<file path="src/rtl/fault_irq_pkg.sv">
package fault_irq_pkg;
  localparam int NUM_SRC  = 2;
  localparam int SRC_VCC  = 0;
  localparam int SRC_SC   = 1;
  localparam int WORD_ENABLE  = 1;
  localparam int WORD_STATUS  = 2;
  localparam int WORD_SUMMARY = 3;

  typedef enum logic [1:0] {
    SEL_NONE,
    SEL_ENABLE,
    SEL_STATUS,
    SEL_SUMMARY
  } reg_sel_e;
endpackage

</file>
<file path="src/rtl/fault_sync.sv">
module fault_sync #(
  parameter int STAGES = 2,
  parameter int N      = 2
) (
  input  logic         clk,
  input  logic         rst_n,
  input  logic [N-1:0] raw_i,
  output logic [N-1:0] rise_o
);
  for (genvar s = 0; s < N; s++) begin : g_src
    logic [STAGES-1:0] chain_q;
    logic              prev_q;

    always_ff @(posedge clk or negedge rst_n) begin
      if (!rst_n) begin
        chain_q <= '0;
        prev_q  <= 1'b0;
      end else begin
        if (STAGES > 1) chain_q <= {chain_q[STAGES-2:0], raw_i[s]};
        else            chain_q <= raw_i[s];
        prev_q <= chain_q[STAGES-1];
      end
    end

    assign rise_o[s] = chain_q[STAGES-1] & ~prev_q;

    AST_EDGE_IS_SINGLE: assert property (@(posedge clk) disable iff (!rst_n)
      rise_o[s] |=> !rise_o[s]) else $error("double edge");
  end
endmodule

</file>
<file path="src/rtl/fault_latch.sv">
module fault_latch #(
  parameter int N = 2
) (
  input  logic         clk,
  input  logic         rst_n,
  input  logic         en_wr_i,
  input  logic [N-1:0] en_wdata_i,
  input  logic [N-1:0] rise_i,
  output logic [N-1:0] enable_o,
  output logic [N-1:0] status_o
);
  logic [N-1:0] enable_q, status_q;

  always_ff @(posedge clk or negedge rst_n) begin
    if (!rst_n)       enable_q <= '0;
    else if (en_wr_i) enable_q <= en_wdata_i;
  end

  for (genvar s = 0; s < N; s++) begin : g_bit
    always_ff @(posedge clk or negedge rst_n) begin
      if (!rst_n)                             status_q[s] <= 1'b0;
      else if (en_wr_i && !en_wdata_i[s])     status_q[s] <= 1'b0;
      else if (rise_i[s] && enable_q[s])      status_q[s] <= 1'b1;
    end

    AST_SET_NEEDS_EDGE: assert property (@(posedge clk) disable iff (!rst_n)
      $rose(status_q[s]) |-> $past(rise_i[s] && enable_q[s])) else $error("spurious set");
    AST_CLEAR_ON_ZERO: assert property (@(posedge clk) disable iff (!rst_n)
      (en_wr_i && !en_wdata_i[s]) |=> !status_q[s]) else $error("no clear");
  end

  AST_NO_STATUS_WHEN_OFF: assert property (@(posedge clk) disable iff (!rst_n)
    (status_q & ~enable_q) == '0) else $error("status while disabled");

  assign enable_o = enable_q;
  assign status_o = status_q;
endmodule

</file>
<file path="src/rtl/fault_regbus.sv">
module fault_regbus
  import fault_irq_pkg::*;
#(
  parameter int ADDR_W = 4,
  parameter int DATA_W = 32,
  parameter int N      = 2
) (
  input  logic              clk,
  input  logic              rst_n,
  input  logic              cmd_valid_i,
  output logic              cmd_ready_o,
  input  logic              cmd_write_i,
  input  logic [ADDR_W-1:0] cmd_addr_i,
  input  logic [DATA_W-1:0] cmd_wdata_i,
  output logic              rsp_valid_o,
  input  logic              rsp_ready_i,
  output logic [DATA_W-1:0] rsp_rdata_o,
  input  logic [N-1:0]      enable_i,
  input  logic [N-1:0]      status_i,
  input  logic              pending_i,
  output logic              en_wr_o,
  output logic [N-1:0]      en_wdata_o
);
  reg_sel_e          sel;
  logic              accept;
  logic              rsp_valid_q;
  logic [DATA_W-1:0] rsp_data_q, rd_mux;
  logic              unused_wbits;

  always_comb begin
    if (cmd_addr_i == ADDR_W'(WORD_ENABLE))       sel = SEL_ENABLE;
    else if (cmd_addr_i == ADDR_W'(WORD_STATUS))  sel = SEL_STATUS;
    else if (cmd_addr_i == ADDR_W'(WORD_SUMMARY)) sel = SEL_SUMMARY;
    else                                          sel = SEL_NONE;
  end

  always_comb begin
    case (sel)
      SEL_ENABLE:  rd_mux = DATA_W'(enable_i);
      SEL_STATUS:  rd_mux = DATA_W'(status_i);
      SEL_SUMMARY: rd_mux = DATA_W'(pending_i);
      default:     rd_mux = '0;
    endcase
  end

  assign cmd_ready_o  = !rsp_valid_q;
  assign accept       = cmd_valid_i && cmd_ready_o;
  assign en_wr_o      = accept && cmd_write_i && (sel == SEL_ENABLE);
  assign en_wdata_o   = cmd_wdata_i[N-1:0];
  assign unused_wbits = ^cmd_wdata_i[DATA_W-1:N];

  always_ff @(posedge clk or negedge rst_n) begin
    if (!rst_n) begin
      rsp_valid_q <= 1'b0;
      rsp_data_q  <= '0;
    end else if (accept && !cmd_write_i) begin
      rsp_valid_q <= 1'b1;
      rsp_data_q  <= rd_mux;
    end else if (rsp_valid_q && rsp_ready_i) begin
      rsp_valid_q <= 1'b0;
    end
  end

  assign rsp_valid_o = rsp_valid_q;
  assign rsp_rdata_o = rsp_data_q;

  AST_RSP_HELD: assert property (@(posedge clk) disable iff (!rst_n)
    (rsp_valid_o && !rsp_ready_i) |=> rsp_valid_o) else $error("response dropped");
  AST_RSP_DATA_STABLE: assert property (@(posedge clk) disable iff (!rst_n)
    (rsp_valid_o && !rsp_ready_i) |=> $stable(rsp_rdata_o)) else $error("data moved");
  AST_READ_ANSWERED: assert property (@(posedge clk) disable iff (!rst_n)
    (cmd_valid_i && cmd_ready_o && !cmd_write_i) |=> rsp_valid_o) else $error("no response");
endmodule

</file>
<file path="src/rtl/fault_irq_ctrl.sv">
module fault_irq_ctrl
  import fault_irq_pkg::*;
#(
  parameter int ADDR_W      = 4,
  parameter int DATA_W      = 32,
  parameter int SYNC_STAGES = 2
) (
  input  logic              clk,
  input  logic              rst_n,
  input  logic              fault_vcc_i,
  input  logic              fault_sc_i,
  input  logic              cmd_valid_i,
  output logic              cmd_ready_o,
  input  logic              cmd_write_i,
  input  logic [ADDR_W-1:0] cmd_addr_i,
  input  logic [DATA_W-1:0] cmd_wdata_i,
  output logic              rsp_valid_o,
  input  logic              rsp_ready_i,
  output logic [DATA_W-1:0] rsp_rdata_o,
  output logic              irq_o
);
  logic [NUM_SRC-1:0] raw, rise, enable, status, en_wdata;
  logic               en_wr, pending;

  assign raw[SRC_VCC] = fault_vcc_i;
  assign raw[SRC_SC]  = fault_sc_i;

  fault_sync #(.STAGES(SYNC_STAGES), .N(NUM_SRC)) sync_i (
    .clk(clk), .rst_n(rst_n), .raw_i(raw), .rise_o(rise));

  fault_latch #(.N(NUM_SRC)) latch_i (
    .clk(clk), .rst_n(rst_n), .en_wr_i(en_wr), .en_wdata_i(en_wdata),
    .rise_i(rise), .enable_o(enable), .status_o(status));

  assign pending = |(status & enable);
  assign irq_o   = pending;

  fault_regbus #(.ADDR_W(ADDR_W), .DATA_W(DATA_W), .N(NUM_SRC)) bus_i (
    .clk(clk), .rst_n(rst_n),
    .cmd_valid_i(cmd_valid_i), .cmd_ready_o(cmd_ready_o),
    .cmd_write_i(cmd_write_i), .cmd_addr_i(cmd_addr_i), .cmd_wdata_i(cmd_wdata_i),
    .rsp_valid_o(rsp_valid_o), .rsp_ready_i(rsp_ready_i), .rsp_rdata_o(rsp_rdata_o),
    .enable_i(enable), .status_i(status), .pending_i(pending),
    .en_wr_o(en_wr), .en_wdata_o(en_wdata));

  AST_IRQ_DROPS_ON_ACK: assert property (@(posedge clk) disable iff (!rst_n)
    $fell(irq_o) |-> $past(en_wr)) else $error("irq fell without ack");
  AST_IRQ_RISES_ON_EDGE: assert property (@(posedge clk) disable iff (!rst_n)
    $rose(irq_o) |-> $past(|rise)) else $error("irq rose without edge");
endmodule

</file>
<file path="config.mk">
export PLATFORM = sky130hd
export DESIGN_NAME = fault_irq_ctrl
export DESIGN_NICKNAME = d
export VERILOG_FILES = /design/src/rtl/fault_irq_pkg.sv /design/src/rtl/fault_sync.sv /design/src/rtl/fault_latch.sv /design/src/rtl/fault_regbus.sv /design/src/rtl/fault_irq_ctrl.sv
export SDC_FILE = /design/constraint.sdc
export NUM_CORES = 1
export LEC_CHECK = 0
export ABC_CLOCK_PERIOD_IN_PS = 2800
export BUFFER_PORTS_ARGS = -buffer_cell sky130_fd_sc_hd__buf_4
export CAP_MARGIN = 20
export CORE_AREA = 2 2 49 51
export CTS_CLUSTER_SIZE = 8
export DETAILED_ROUTE_END_ITERATION = 10
export DIE_AREA = 0 0 51 53
export PLACE_DENSITY = 0.81
export SYNTH_ARGS = -nofsm -noshare
export SYNTH_HDL_FRONTEND = slang
export SYNTH_HIERARCHICAL = 1
export SYNTH_SLANG_ARGS = --single-unit
</file>
<file path="constraint.sdc">
create_clock -name clk -period 2.8 [get_ports clk]
set_clock_uncertainty 0.1 [all_clocks]
set_input_delay 0.14 -clock clk [delete_from_list [all_inputs] [get_ports clk]]
set_output_delay 0.14 -clock clk [all_outputs]
set_load 0.02 [all_outputs]
</file>
Word level (Yosys, flattened, before mapping)
Cells that the tools add are included.
{"block": "word_totals", "register_bits": 43}
{"block": "op_classes", "eq_ne": 6, "n_mux": 10, "n_bitwise": 5, "n_reduce_logical": 17}
{"op": "$logic_and A1 B1 Y1", "count": 9}
{"op": "$eq A4 B2 Y1 const B", "count": 2}
{"op": "$mux W1", "count": 6}
{"op": "$mux W2", "count": 3}
{"op": "$pmux W2 S3", "count": 1}
{"op": "$reduce_bool A2 Y1", "count": 3}
{"op": "$eq A2 B2 Y1 const B", "count": 2}
{"op": "$eq A4 B1 Y1 const B", "count": 1}
{"op": "$logic_not A1 Y1", "count": 4}
{"op": "$and A1 B1 Y1", "count": 2}
{"op": "$and A2 B2 Y2", "count": 1}
{"op": "$eq A2 B1 Y1 const B", "count": 1}
{"op": "$not A1 Y1", "count": 2}
{"op": "$reduce_or A2 Y1", "count": 1}

Depth between registers and ports, before layout
{"block": "logic_depth", "word_depth": 8, "depth_mapped": 4, "mapped_depth_nobuf": 4}

Cells and area by module
The synthesis kept the hierarchy.
{"mod": "fault_regbus", "instances": 1, "cells_each": 52, "area_per_inst_um2": 437.9, "seq_area_each_um2": 75.1}
{"mod": "fault_sync", "instances": 1, "cells_each": 8, "area_per_inst_um2": 177.7, "seq_area_each_um2": 150.1}
{"mod": "fault_latch", "instances": 1, "cells_each": 12, "area_per_inst_um2": 150.1, "seq_area_each_um2": 100.1}
{"mod": "fault_irq_ctrl", "instances": 1, "cells_each": 1, "area_per_inst_um2": 8.8, "seq_area_each_um2": 0.0}

Worst setup path after synthesis
Ideal clock, no wire load.
{"block": "synth_timing", "kind": "register to register", "startpoint": "reg bus_i.rsp_valid_q, in the netlist bus_i/rsp_valid_o", "endpoint": "reg latch_i.enable_q[0], in the netlist latch_i/enable_o[0]", "t_arrival_ns": 1.240, "slack_ns": 1.335, "path_stages_with_launch": 4, "n_path_buf": 0, "period_less_slack_ns": 1.465, "path_cell_list": "dfrtp_1 > nor4b_1 > and3_2 > mux2_2"}
{"block": "synth_via", "elab_chain_cells": 4}
{"item": "start: declaration", "line_no": "fault_regbus.sv:26", "text": "logic rsp_valid_q;"}
{"item": "start signal: assignment", "line_no": "fault_regbus.sv:54", "text": "rsp_valid_q <= 1'b0;"}
{"item": "start signal: assignment", "line_no": "fault_regbus.sv:57", "text": "rsp_valid_q <= 1'b1;"}
{"item": "start signal: assignment", "line_no": "fault_regbus.sv:60", "text": "rsp_valid_q <= 1'b0;"}
{"item": "$logic_not A1 Y1", "line_no": "fault_regbus.sv:46", "text": "assign cmd_ready_o = !rsp_valid_q;"}
{"item": "$logic_and A1 B1 Y1", "line_no": "fault_regbus.sv:47", "text": "assign accept = cmd_valid_i && cmd_ready_o;"}
{"item": "$logic_and A1 B1 Y1 (2 in series)", "line_no": "fault_regbus.sv:48", "text": "assign en_wr_o = accept && cmd_write_i && (sel == SEL_ENABLE);"}
{"item": "named net en_wr", "line_no": "fault_irq_ctrl.sv:23", "text": "logic en_wr, pending;"}
{"item": "end signal: assignment", "line_no": "fault_latch.sv:16", "text": "else if (en_wr_i) enable_q <= en_wdata_i;"}
{"item": "end: declaration", "line_no": "fault_latch.sv:12", "text": "logic [N-1:0] enable_q, status_q;"}
The timed path passes the listed nets, and every way through them passes these cells.
A chain may end at the register's enable or synchronous reset.

Worst setup path after layout
{"block": "layout_timing", "startpoint": "reg bus_i.rsp_valid_q, in the netlist bus_i/rsp_valid_o", "endpoint": "reg bus_i.rsp_data_q[1], in the netlist bus_i/rsp_rdata_o[1]"}
{"block": "layout_via", "elab_chain_cells": 3}
{"item": "$logic_not A1 Y1", "line_no": "fault_regbus.sv:46"}
{"item": "$logic_and A1 B1 Y1", "line_no": "fault_regbus.sv:47"}
{"item": "$logic_and A1 B1 Y1", "line_no": "fault_regbus.sv:56", "text": "end else if (accept && !cmd_write_i) begin"}
{"item": "end signal: assignment", "line_no": "fault_regbus.sv:58", "text": "rsp_data_q <= rd_mux;"}
{"item": "end: declaration", "line_no": "fault_regbus.sv:27", "text": "logic [DATA_W-1:0] rsp_data_q, rd_mux;"}
No other way between the ends.

==> impl_metrics.py <==
metrics = {
    "placed_design": {
        "hpwlAfterDp_um": 980.3,
        "gp_congestion": 0.7168,
        "dp_cells": 115,
        "io_buffers": 17,
    },
    "drt": {
        "routed_via_density": 4.168,
        "vias": 521,
        "avgRoutedWirePerCell_um": 10.78,
        "drtAntennaViolNets": 0,
        "drc": 0,
        "drtIter0Drc": 4,
        "wirelength_um": 1348,
        "drt_first_pass_iters": 4,
    },
    "sta": {
        "rsz0062_at_grt": "no",
        "min_period_over_period_pct": 69.21,
        "fmax_mhz": 516.0,
        "final.setup.tns_ns": 0,
        "finalHoldViolations": 0,
        "setup_violations": 0,
        "slew_violations": 0,
        "period_minus_slack_ns": 1.938,
    },
    "finish": {
        "drive_gt1_share_pct": 28.87,
        "layout_common_cells": "conb_1, buf_4, dfrtp_1",
        "fin_cells": 125,
        "fin_nets": 141,
        "final_common_cell": "conb_1",
        "area_growth_pct": 15.19,
        "diodes": 0,
    },
    "clocking": {
        "cts_tree": "done",
        "cts_made_buffers": 3,
        "cts_max_level": 1,
        "path_clk_slew_ns": 0.07,
        "clock-sinks": 13,
        "ctsResizeCount": 0,
        "clk_latency_ns": 0.26,
        "cts-root-buf": "clkbuf_4",
        "cts_buffer_depth": 2,
    },
    "setup_path": {
        "crit_slowest_cell": "dlygate4sd3_1",
        "cp.arrival_ns": 2.04,
        "crit_family": "buffers and inverters",
        "cp_slowest_stage_delay_ns": 0.60,
        "cp_cell_sequence": "or3b_4 -> o41ai_2 -> dlygate4sd3_1",
        "worstPathMaxFanout": 5,
        "cp.buffers_inverters": 1,
        "critPathLaunchType": "flip-flop",
        "critPathCaptureType": "flip-flop",
        "crit_required_ns": 2.91,
        "critPathKind": "flip-flop to flip-flop",
    },
    "status": {
        "status": "completed",
    },
    "synth": {
        "syn_area_um2": 774.5,
        "yosysSeqAreaShare_pct": 42.00,
        "syn_avg_cell_area_um2": 10.61,
        "ys_ff_latch": 13,
        "synth.distinct_cells": 18,
        "yosysWarningCount": 6,
        "synthCells": 73,
    },
    "power_and_ir_drop": {
        "swShare_pct": 32.16,
        "p_sw_uw": 148.1,
        "p_leak_nw": 0.4652,
        "power_frac_clock_pct": 23.6,
        "combPwrFrac_pct": 28.3,
        "p_int_uw": 312.5,
        "power.density_mw_per_mm2": 516.3,
        "vdd_drop_max_uv": 317.9,
        "p_seq_share_pct": 48.1,
    },
    "flow_run": {
        "maxCapViolations": 0,
    },
    "global_routing": {
        "grt_first_pass_wirelength_um": 2007,
        "grt_overflow": 0,
        "grt_max_degree": 14,
        "antenna_found_initial": 0,
        "grt_usage_pct": 10.40,
        "first_global_vias": 463,
    },
    "floorplanning": {
        "pin_count": 78,
        "start_util_pct": 36.05,
        "num_rows": 17,
        "fp.dieW_um": 51,
        "dieArea_mm2": 0.002703,
        "core_area_mm2": 0.002148,
        "die_y_um": 53,
    },
    "worst_hold_path": {
        "holdCritPathClass": "input pin to flip-flop",
    },
}
power groups by stage:
| stage | clock, mW | combinational [mW] | sequential [mW] |
|---|---|---|---|
| finish | 0.109 | 0.130 | 0.221 |
| global route | 0.120 | 0.140 | 0.223 |
| CTS | 0.113 | 0.128 | 0.221 |
| detailed placement | 0 | 0.121 | 0.225 |
| global placement | 0 | 0.118 | 0.223 |
| floorplan | 0 | 0.110 | 0.226 |
worst reg2reg max path, stage by stage (launching register included):
cell	delay, ns
dfrtp_1	0.42
or3b_4	0.43
o41ai_2	0.34
dlygate4sd3_1	0.60
worst paths after layout:
check | cells after the start | end | slack [ns] | startpoint
worst max-delay path | 3 | bus_i/rsp_rdata_o[1] | 0.86 | bus_i/rsp_valid_o
worst min-delay path | 3 | latch_i/status_o[0] | 0.02 | cmd_wdata_i[0]
worst max register to register | 3 | bus_i/rsp_rdata_o[1] | 0.86 | bus_i/rsp_valid_o
worst min register to register | 0 | sync_i/g_src[0].chain_q[1] | 0.25 | sync_i/g_src[0].chain_q[0]
max in group asynchronous | 2 | latch_i/status_o[0] | 2.30 | rst_n
min in group asynchronous | 2 | bus_i/rsp_rdata_o[1] | 0.14 | rst_n
area by class of cell:
cell class                      count  area [um2]
Fill cell                         208        1256
Sequential cell                    13       325.3
Multi-Input combinational cell     54       306.5
Timing Repair Buffer               23       187.7
Tap cell                           28       35.03
Clock buffer                        4       26.28
Inverter                            3       11.26
cells in the mapped netlist, drive strengths merged:
cell type	n	area share (%)
o21ai	2	1.3
a2bb2oi	1	1.1
o41ai	1	2.1
nor4b	2	2.3
conb	1	0.48
mux2	3	4.4
a21oi	4	2.6
or3b	1	1.5
and3	1	0.97
nand2	3	1.5
nor3b	1	0.97
a22oi	1	0.97
inv	3	1.5
dfrtp	13	42
nor2b	3	4.4
a22o	1	1.1
buf	32	31
layer usage:
layer | GRT usage (%) | up-vias | routed length, um | share of wire, %
met5 | 0 | - | 0 | 0
li1 | - | 228 | - | -
met4 | 6.757 | 0 | 10 | 0.74
met2 | 21.00 | 35 | 798 | 59
met1 | 9.735 | 256 | 443 | 33
met3 | 1.130 | 2 | 97 | 7.2
registers in the layout, summed over array words and instances, names as in the netlist:
register / flops
sync_i/g_src.chain_q: 4
bus_i/rsp_rdata_o: 2
latch_i/enable_o: 2
latch_i/status_o: 2
sync_i/g_src.prev_q: 2
bus_i/rsp_valid_o: 1
repair_timing:
action                                 in CTS  in global routing
setup buffers                               0                  0
endpoints found under the hold margin      17                  0
hold buffers                                6                  0
kinds of logic after synthesis:
group / after synthesis / synth area share (%)
and+or+nand+nor: 11 / 11.47
other: 1 / 0.4842
muxes: 3 / 4.362
DFF: 13 / 42.00
AOI/OAI and AO/OA: 10 / 9.210
buffers and inverters: 35 / 32.47
through the flow:
| step | hold slack, ns | power [mW] | utilization, % | cell area, um2 | setup WS (ns) |
|---|---|---|---|---|---|
| 6_report | 0.01713 | 0.4606 | 41.53 | 892.1 | 0.8620 |
| 5_1_grt | 0.01654 | 0.4827 | 41.53 | 892.1 | 0.8195 |
| 4_1_cts | 0.01030 | 0.4623 | 41.53 | 892.1 | 0.9702 |
| 3_5_place_dp | -0.1100 | 0.3459 | 37.51 | 805.8 | 1.331 |
| 3_3_place_gp | -0.1113 | 0.3419 | 37.51 | 805.8 | 1.362 |
| 2_1_floorplan | -0.2556 | 0.3357 | - | 883.3 | 1.335 |
(Power assumes the default switching activity.)
